==> config.mk <==
export PLATFORM = sky130hd
export DESIGN_NAME = mw_eeprom_slave
export DESIGN_NICKNAME = d
export VERILOG_FILES = /design/src/rtl/mw_pkg.sv /design/src/rtl/mw_pin_sync.sv /design/src/rtl/mw_word_store.sv /design/src/rtl/mw_busy_timer.sv /design/src/rtl/mw_cmd_fsm.sv /design/src/rtl/mw_eeprom_slave.sv
export SDC_FILE = /design/constraint.sdc
export NUM_CORES = 2
export LEC_CHECK = 0
export CORE_MARGIN = 8
export CORE_UTILIZATION = 29
export CTS_CLUSTER_DIAMETER = 120
export CTS_CLUSTER_SIZE = 24
export DETAILED_ROUTE_END_ITERATION = 10
export PLACE_DENSITY_LB_ADDON = 0.08
export SKIP_LAST_GASP = 1
export SLEW_MARGIN = 15
export SYNTH_ARGS = -nofsm -noshare
export SYNTH_HDL_FRONTEND = slang
export SYNTH_SLANG_ARGS = --single-unit
==> constraint.sdc <==
create_clock -name clk -period 6.81 [get_ports clk]
set_input_delay 1.362 -clock clk [delete_from_list [all_inputs] [get_ports clk]]
set_output_delay 1.362 -clock clk [all_outputs]
set_load 0.03 [all_outputs]
==> src/rtl/mw_pkg.sv <==
package mw_pkg;

    typedef enum logic [2:0] {
        ST_IDLE,
        ST_OP,
        ST_ADDR,
        ST_WDATA,
        ST_WAIT,
        ST_RD,
        ST_TAIL
    } mw_state_e;

    typedef enum logic [1:0] {
        OP_CTL   = 2'b00,
        OP_WR    = 2'b01,
        OP_RD    = 2'b10,
        OP_OTHER = 2'b11
    } mw_op_e;

    localparam logic [1:0] SEL_EN  = 2'b11;
    localparam logic [1:0] SEL_DIS = 2'b00;

    function automatic int max_of(input int a, input int b);
        return (a > b) ? a : b;
    endfunction

endpackage

==> src/rtl/mw_pin_sync.sv <==
module mw_pin_sync (
    input  logic clk,
    input  logic rst,
    input  logic cs,
    input  logic sclk,
    output logic sk_rise,
    output logic cs_rise,
    output logic cs_fall
);
    logic sk_q;
    logic cs_q;

    always_ff @(posedge clk) begin
        if (rst) begin
            sk_q <= 1'b0;
            cs_q <= 1'b0;
        end else begin
            sk_q <= sclk;
            cs_q <= cs;
        end
    end

    assign sk_rise = sclk & ~sk_q;
    assign cs_rise = cs & ~cs_q;
    assign cs_fall = ~cs & cs_q;
endmodule

==> src/rtl/mw_word_store.sv <==
module mw_word_store #(
    parameter int ADDR_W = 8,
    parameter int DATA_W = 16
) (
    input  logic              clk,
    input  logic              we,
    input  logic [ADDR_W-1:0] waddr,
    input  logic [DATA_W-1:0] wdata,
    input  logic [ADDR_W-1:0] raddr,
    output logic [DATA_W-1:0] rdata
);
    localparam int DEPTH = 1 << ADDR_W;

    logic [DATA_W-1:0] words [DEPTH];

    always_ff @(posedge clk) begin
        if (we) words[waddr] <= wdata;
    end

    assign rdata = words[raddr];
endmodule

==> src/rtl/mw_busy_timer.sv <==
module mw_busy_timer #(
    parameter int WR_CYCLES = 400
) (
    input  logic clk,
    input  logic rst,
    input  logic start,
    output logic busy
);
    localparam int TW = $clog2(WR_CYCLES + 1);

    logic [TW-1:0] left;

    always_ff @(posedge clk) begin
        if (rst)                left <= '0;
        else if (start)         left <= TW'(WR_CYCLES);
        else if (left != '0)    left <= left - 1'b1;
    end

    assign busy = (left != '0);
endmodule

==> src/rtl/mw_cmd_fsm.sv <==
module mw_cmd_fsm
    import mw_pkg::*;
#(
    parameter int ADDR_W = 8,
    parameter int DATA_W = 16
) (
    input  logic              clk,
    input  logic              rst,
    input  logic              cs,
    input  logic              sdi,
    input  logic              sk_rise,
    input  logic              cs_rise,
    input  logic              cs_fall,
    input  logic              busy,
    input  logic [DATA_W-1:0] rd_data,
    output logic [ADDR_W-1:0] rd_addr,
    output logic              wr_go,
    output logic [ADDR_W-1:0] wr_addr,
    output logic [DATA_W-1:0] wr_data,
    output logic              sdo,
    output logic              sdo_en,
    output logic              wen_o,
    output mw_state_e         st_o
);
    localparam int CNT_W = $clog2(max_of(ADDR_W, DATA_W));
    localparam int BI_W  = $clog2(DATA_W);

    mw_state_e         st;
    mw_op_e            op_q;
    logic [CNT_W-1:0]  cnt;
    logic [BI_W-1:0]   bi;
    logic [BI_W-1:0]   idx;
    logic [ADDR_W-1:0] addr_sh;
    logic [DATA_W-1:0] data_sh;
    logic [ADDR_W-1:0] rd_ptr;
    logic              wen;
    logic              stat;
    logic              dout;

    assign idx = BI_W'(DATA_W - 1) - bi;

    always_ff @(posedge clk) begin
        if (rst) begin
            st      <= ST_IDLE;
            op_q    <= OP_CTL;
            cnt     <= '0;
            bi      <= '0;
            addr_sh <= '0;
            data_sh <= '0;
            rd_ptr  <= '0;
            wen     <= 1'b0;
            stat    <= 1'b0;
            dout    <= 1'b0;
        end else if (!cs) begin
            st   <= ST_IDLE;
            stat <= 1'b0;
        end else begin
            if (cs_rise && busy) stat <= 1'b1;
            if (sk_rise) begin
                unique case (st)
                    ST_IDLE: begin
                        if (sdi && !busy) begin
                            st   <= ST_OP;
                            cnt  <= '0;
                            stat <= 1'b0;
                        end
                    end
                    ST_OP: begin
                        op_q <= mw_op_e'({op_q[0], sdi});
                        if (cnt == CNT_W'(1)) begin
                            st  <= ST_ADDR;
                            cnt <= '0;
                        end else begin
                            cnt <= cnt + 1'b1;
                        end
                    end
                    ST_ADDR: begin
                        addr_sh <= {addr_sh[ADDR_W-2:0], sdi};
                        cnt     <= cnt + 1'b1;
                        if (op_q == OP_CTL) begin
                            if (cnt == CNT_W'(1)) begin
                                if ({addr_sh[0], sdi} == SEL_EN)       wen <= 1'b1;
                                else if ({addr_sh[0], sdi} == SEL_DIS) wen <= 1'b0;
                                st <= ST_TAIL;
                            end
                        end else if (cnt == CNT_W'(ADDR_W - 1)) begin
                            case (op_q)
                                OP_RD: begin
                                    st     <= ST_RD;
                                    rd_ptr <= {addr_sh[ADDR_W-2:0], sdi};
                                    bi     <= '0;
                                    dout   <= 1'b0;
                                end
                                OP_WR: begin
                                    st  <= ST_WDATA;
                                    cnt <= '0;
                                end
                                default: st <= ST_TAIL;
                            endcase
                        end
                    end
                    ST_WDATA: begin
                        data_sh <= {data_sh[DATA_W-2:0], sdi};
                        if (cnt == CNT_W'(DATA_W - 1)) st <= ST_WAIT;
                        else                           cnt <= cnt + 1'b1;
                    end
                    ST_RD: begin
                        dout <= rd_data[idx];
                        if (bi == BI_W'(DATA_W - 1)) begin
                            bi     <= '0;
                            rd_ptr <= rd_ptr + 1'b1;
                        end else begin
                            bi <= bi + 1'b1;
                        end
                    end
                    default: ;
                endcase
            end
        end
    end

    assign rd_addr = rd_ptr;
    assign wr_addr = addr_sh;
    assign wr_data = data_sh;
    assign wr_go   = cs_fall && (st == ST_WAIT) && wen;
    assign sdo_en  = cs && ((st == ST_RD) || stat);
    assign sdo     = stat ? ~busy : dout;
    assign wen_o   = wen;
    assign st_o    = st;
endmodule

==> src/rtl/mw_eeprom_slave.sv <==
module mw_eeprom_slave
    import mw_pkg::*;
#(
    parameter int ADDR_W    = 8,
    parameter int DATA_W    = 16,
    parameter int WR_CYCLES = 400
) (
    input  logic clk,
    input  logic rst,
    input  logic cs,
    input  logic sclk,
    input  logic sdi,
    output logic sdo,
    output logic sdo_en
);
    logic              sk_rise;
    logic              cs_rise;
    logic              cs_fall;
    logic              busy;
    logic              wr_go;
    logic              wen;
    mw_state_e         st;
    logic [ADDR_W-1:0] rd_addr;
    logic [ADDR_W-1:0] wr_addr;
    logic [DATA_W-1:0] wr_data;
    logic [DATA_W-1:0] rd_data;

    mw_pin_sync u_sync (
        .clk(clk), .rst(rst), .cs(cs), .sclk(sclk),
        .sk_rise(sk_rise), .cs_rise(cs_rise), .cs_fall(cs_fall)
    );

    mw_cmd_fsm #(.ADDR_W(ADDR_W), .DATA_W(DATA_W)) u_fsm (
        .clk(clk), .rst(rst), .cs(cs), .sdi(sdi),
        .sk_rise(sk_rise), .cs_rise(cs_rise), .cs_fall(cs_fall),
        .busy(busy), .rd_data(rd_data), .rd_addr(rd_addr),
        .wr_go(wr_go), .wr_addr(wr_addr), .wr_data(wr_data),
        .sdo(sdo), .sdo_en(sdo_en), .wen_o(wen), .st_o(st)
    );

    mw_word_store #(.ADDR_W(ADDR_W), .DATA_W(DATA_W)) u_store (
        .clk(clk), .we(wr_go), .waddr(wr_addr), .wdata(wr_data),
        .raddr(rd_addr), .rdata(rd_data)
    );

    mw_busy_timer #(.WR_CYCLES(WR_CYCLES)) u_timer (
        .clk(clk), .rst(rst), .start(wr_go), .busy(busy)
    );
endmodule

==> flow_summary.yaml <==
cells_and_area:
  layout.nets: 7809
  mostFrequentLayoutCells: "edfxtp_1 (4096), mux4_2 (849), mux2i_1 (395), buf_4 (353), nor2_2 (253)"
  fin_cells: 15200
  final_common_cell: "edfxtp_1"
  area_growth_syn_to_layout_pct: 10.1
  drive_gt1_share_pct: 23.4
synthesis:
  netlist_instances: 7642
  synth_top_cell_area_share_pct: 76.2
  async_reset_ff_share_pct: 0
  synth_cell_types: 81
  ys.flop_type: "edfxtp_1"
  synth.area.top_cells: "edfxtp_1 (76%), mux4_2 (12%), mux2i_1 (2.5%)"
  ys_seq_elements: 4163
  synth_area_mm2: 0.161
  synth_fp_nets: 7657
  synth_edf_count: 4096
  synth.avg_cell_area_um2: 21.1
  yosysSeqAreaShare_pct: 77.1
  yosys.area.top_type: "edfxtp_1"
  synth_warnings: 0
sta:
  setup_viol: 0
  tns_ns: 0
  final.period_utilization_pct: 84.8
  rsz0062_at_grt: "no"
  fmax_ghz: 0.173
  worst_pin_slew_ns: 1.44
  maxSlewHeadroom_pct: 3.22
  skew_ns: 0.0883
  timing_hold_violations_final: 0
  finalCriticalPeriod_ns: 5.78
  slew_violations: 0
critical_path:
  crit_fanout: 27
  start_kind: "flip-flop"
  arrival_ns: 6.70
  worstSetupEndpointType: "flip-flop"
  r2r_cells: 11
  path_class: "reg -> reg"
  required_ns: 7.73
  slowest_stage: "nor3_1"
  crit_end: "u_fsm.dout"
  reg2reg_to: "u_fsm.dout"
  max_stage_delay_ns: 0.96
  reg2reg_slack_ns: 1.03
  worstPathCellList: "nand2_4 -> buf_4 -> buf_4 -> o221ai_1 -> o22ai_1 -> a21oi_1 -> nand4_1 -> nor3_1 -> o21ai_0 -> a21oi_1 -> a211o_1"
grt:
  antenna_found_initial: 54
  grt_pass1_vias: 80100
  grt_max_degree: 150
  grt_overflow: 0
  grt_pass1_wl_um: 752000
  grtUsageTotal_pct: 18.8
floorplan:
  dieArea_mm2: 0.580
  core_area_mm2: 0.555
  die_w_um: 762
  die_y_um: 762
  initial_utilization_pct: 29.1
  num_rows: 274
  io_pins: 7
routing:
  first_pass_iters: 6
  routedWlPerCell_um: 37.0
  wl_met3_um: 27000
  highest_layer: "met4"
  vias: 79300
  wl_met2_um: 263000
  drt_iter0_markers: 9087
  totalWireLength_um: 562000
  drt-met1-wl_um: 260000
  drc: 0
  antenna_left: 0
  viasPerCell: 5.22
place:
  hpwl_um: 352000
  dpl.cell_count: 14900
  portBuffers: 6
  gp_congestion: 0.802
clock_tree:
  cts_setup_buffers: 0
  root_buffer: "clkbuf_16"
  clock_path_buffers: 4
  cts_buffers: 197
  ctsHtreeMaxLevel: 4
  cts_tree: "yes"
  clock_latency_ns: 0.99
  clkTransAtPathRegs_ns: 0.11
  hold_buffers: 0
  cts.repair.resized: 0
  cts.sink_count: 4163
run:
  maxCapViolations: 0
power:
  p_leak_nw: 59.3
  irDropWorstVdd_mv: 0.199
  power_w: 0.0415
  power_density_mw_per_mm2: 234
min_path:
  min_path_type: "reg -> reg"
run_status:
  status: "finished, final reports clean"
cell type report:
class	instances	area, µm²
Fill cell	52800	378000
Antenna cell	22	55.1
Inverter	16	72.6
Tap cell	7314	9150
Clock buffer	233	5090
Sequential cell	4163	124000
Multi-Input combinational cell	3005	34800
Timing Repair Buffer	411	3720
Clock inverter	17	295
logic make-up (layout without fill, tap and decap cells):
family	after synthesis	after routing	synth area share, %
fa+ha+maj	10	10	0.0775
compound gates	831	831	3.58
mux	1301	1301	15.0
xor+xnor	6	6	0.0326
buf+inv	474	677	1.88
flops	4163	4163	77.1
simple gates	857	857	2.40
other cells	0	22	0
layer usage:
layer | up-vias | GRT usage, %
li1 | 32100 | -
met1 | 44500 | 27.4
met2 | 2214 | 30.3
met3 | 410 | 2.31
met4 | 0 | 3.40
met5 | - | 0
cell usage after synthesis, types with 60 or more instances:
master / n
clkbuf_1: 193
nor3_1: 60
o22ai_1: 91
nand3_1: 89
dfxtp_1: 67
edfxtp_1: 4096
buf_4: 61
a21oi_1: 167
a22oi_1: 195
nand2_1: 169
nor2_1: 375
mux2i_1: 395
o21ai_0: 77
o221ai_1: 124
mux4_2: 849
buf_2: 96
buf_6: 60
worst max-delay path: cells and delay by family, from the launching register on:
kind	cells	cell delay, ns
AND/OR/NAND/NOR	3	2.08
flip-flops	1	0.74
buffers and inverters	2	0.73
AO/OA/AOI/OAI	6	2.08
worst min path at each step:
stage                          startpoint              end  slack [ns]  cells after the start
after floorplan             u_fsm.op_q[1]    u_fsm.op_q[1]        0.45                      2
after global placement      u_fsm.op_q[1]    u_fsm.op_q[1]        0.47                      2
after detailed placement    u_fsm.op_q[1]    u_fsm.op_q[1]        0.48                      2
after CTS                   u_fsm.op_q[1]    u_fsm.op_q[1]        0.50                      2
after global routing      u_timer.left[1]  u_timer.left[1]        0.53                      2
final                       u_fsm.op_q[1]    u_fsm.op_q[1]        0.49                      2
sequential cells by signal, summed over array words and instances, names as in the netlist, 2 cells and up, named ones only:
signal	flops
u_fsm.bi	4
u_fsm.cnt	4
u_fsm.op_q	2
u_fsm.st_o	3
u_timer.left	9
u_store.words	4096
u_fsm.wr_data	16
u_fsm.wr_addr	8
u_fsm.rd_addr	8
power by group:
| part | leakage, nW | internal, W | switching (W) | total, W |
|---|---|---|---|---|
| Sequential | 46.8 | 0.0277 | 0.0000161 | 0.0277 |
| Clock | 2.61 | 0.00541 | 0.00829 | 0.0137 |
| Combinational | 9.86 | 0.0000632 | 0.000104 | 0.000167 |
stage by stage:
step                      instance area (µm²)  setup WS (ns)  hold slack [ns]  utilization [%]
after floorplan                        161000           2.54            0.453                -
after global placement                 172000          0.812            0.465             31.0
after detailed placement               172000          0.944            0.484             31.0
after CTS                              178000          0.932            0.498             32.0
after global routing                   178000           1.07            0.526             32.0
final                                  178000           1.03            0.492             32.0
Note: power is estimated with default switching activity, not from simulation.
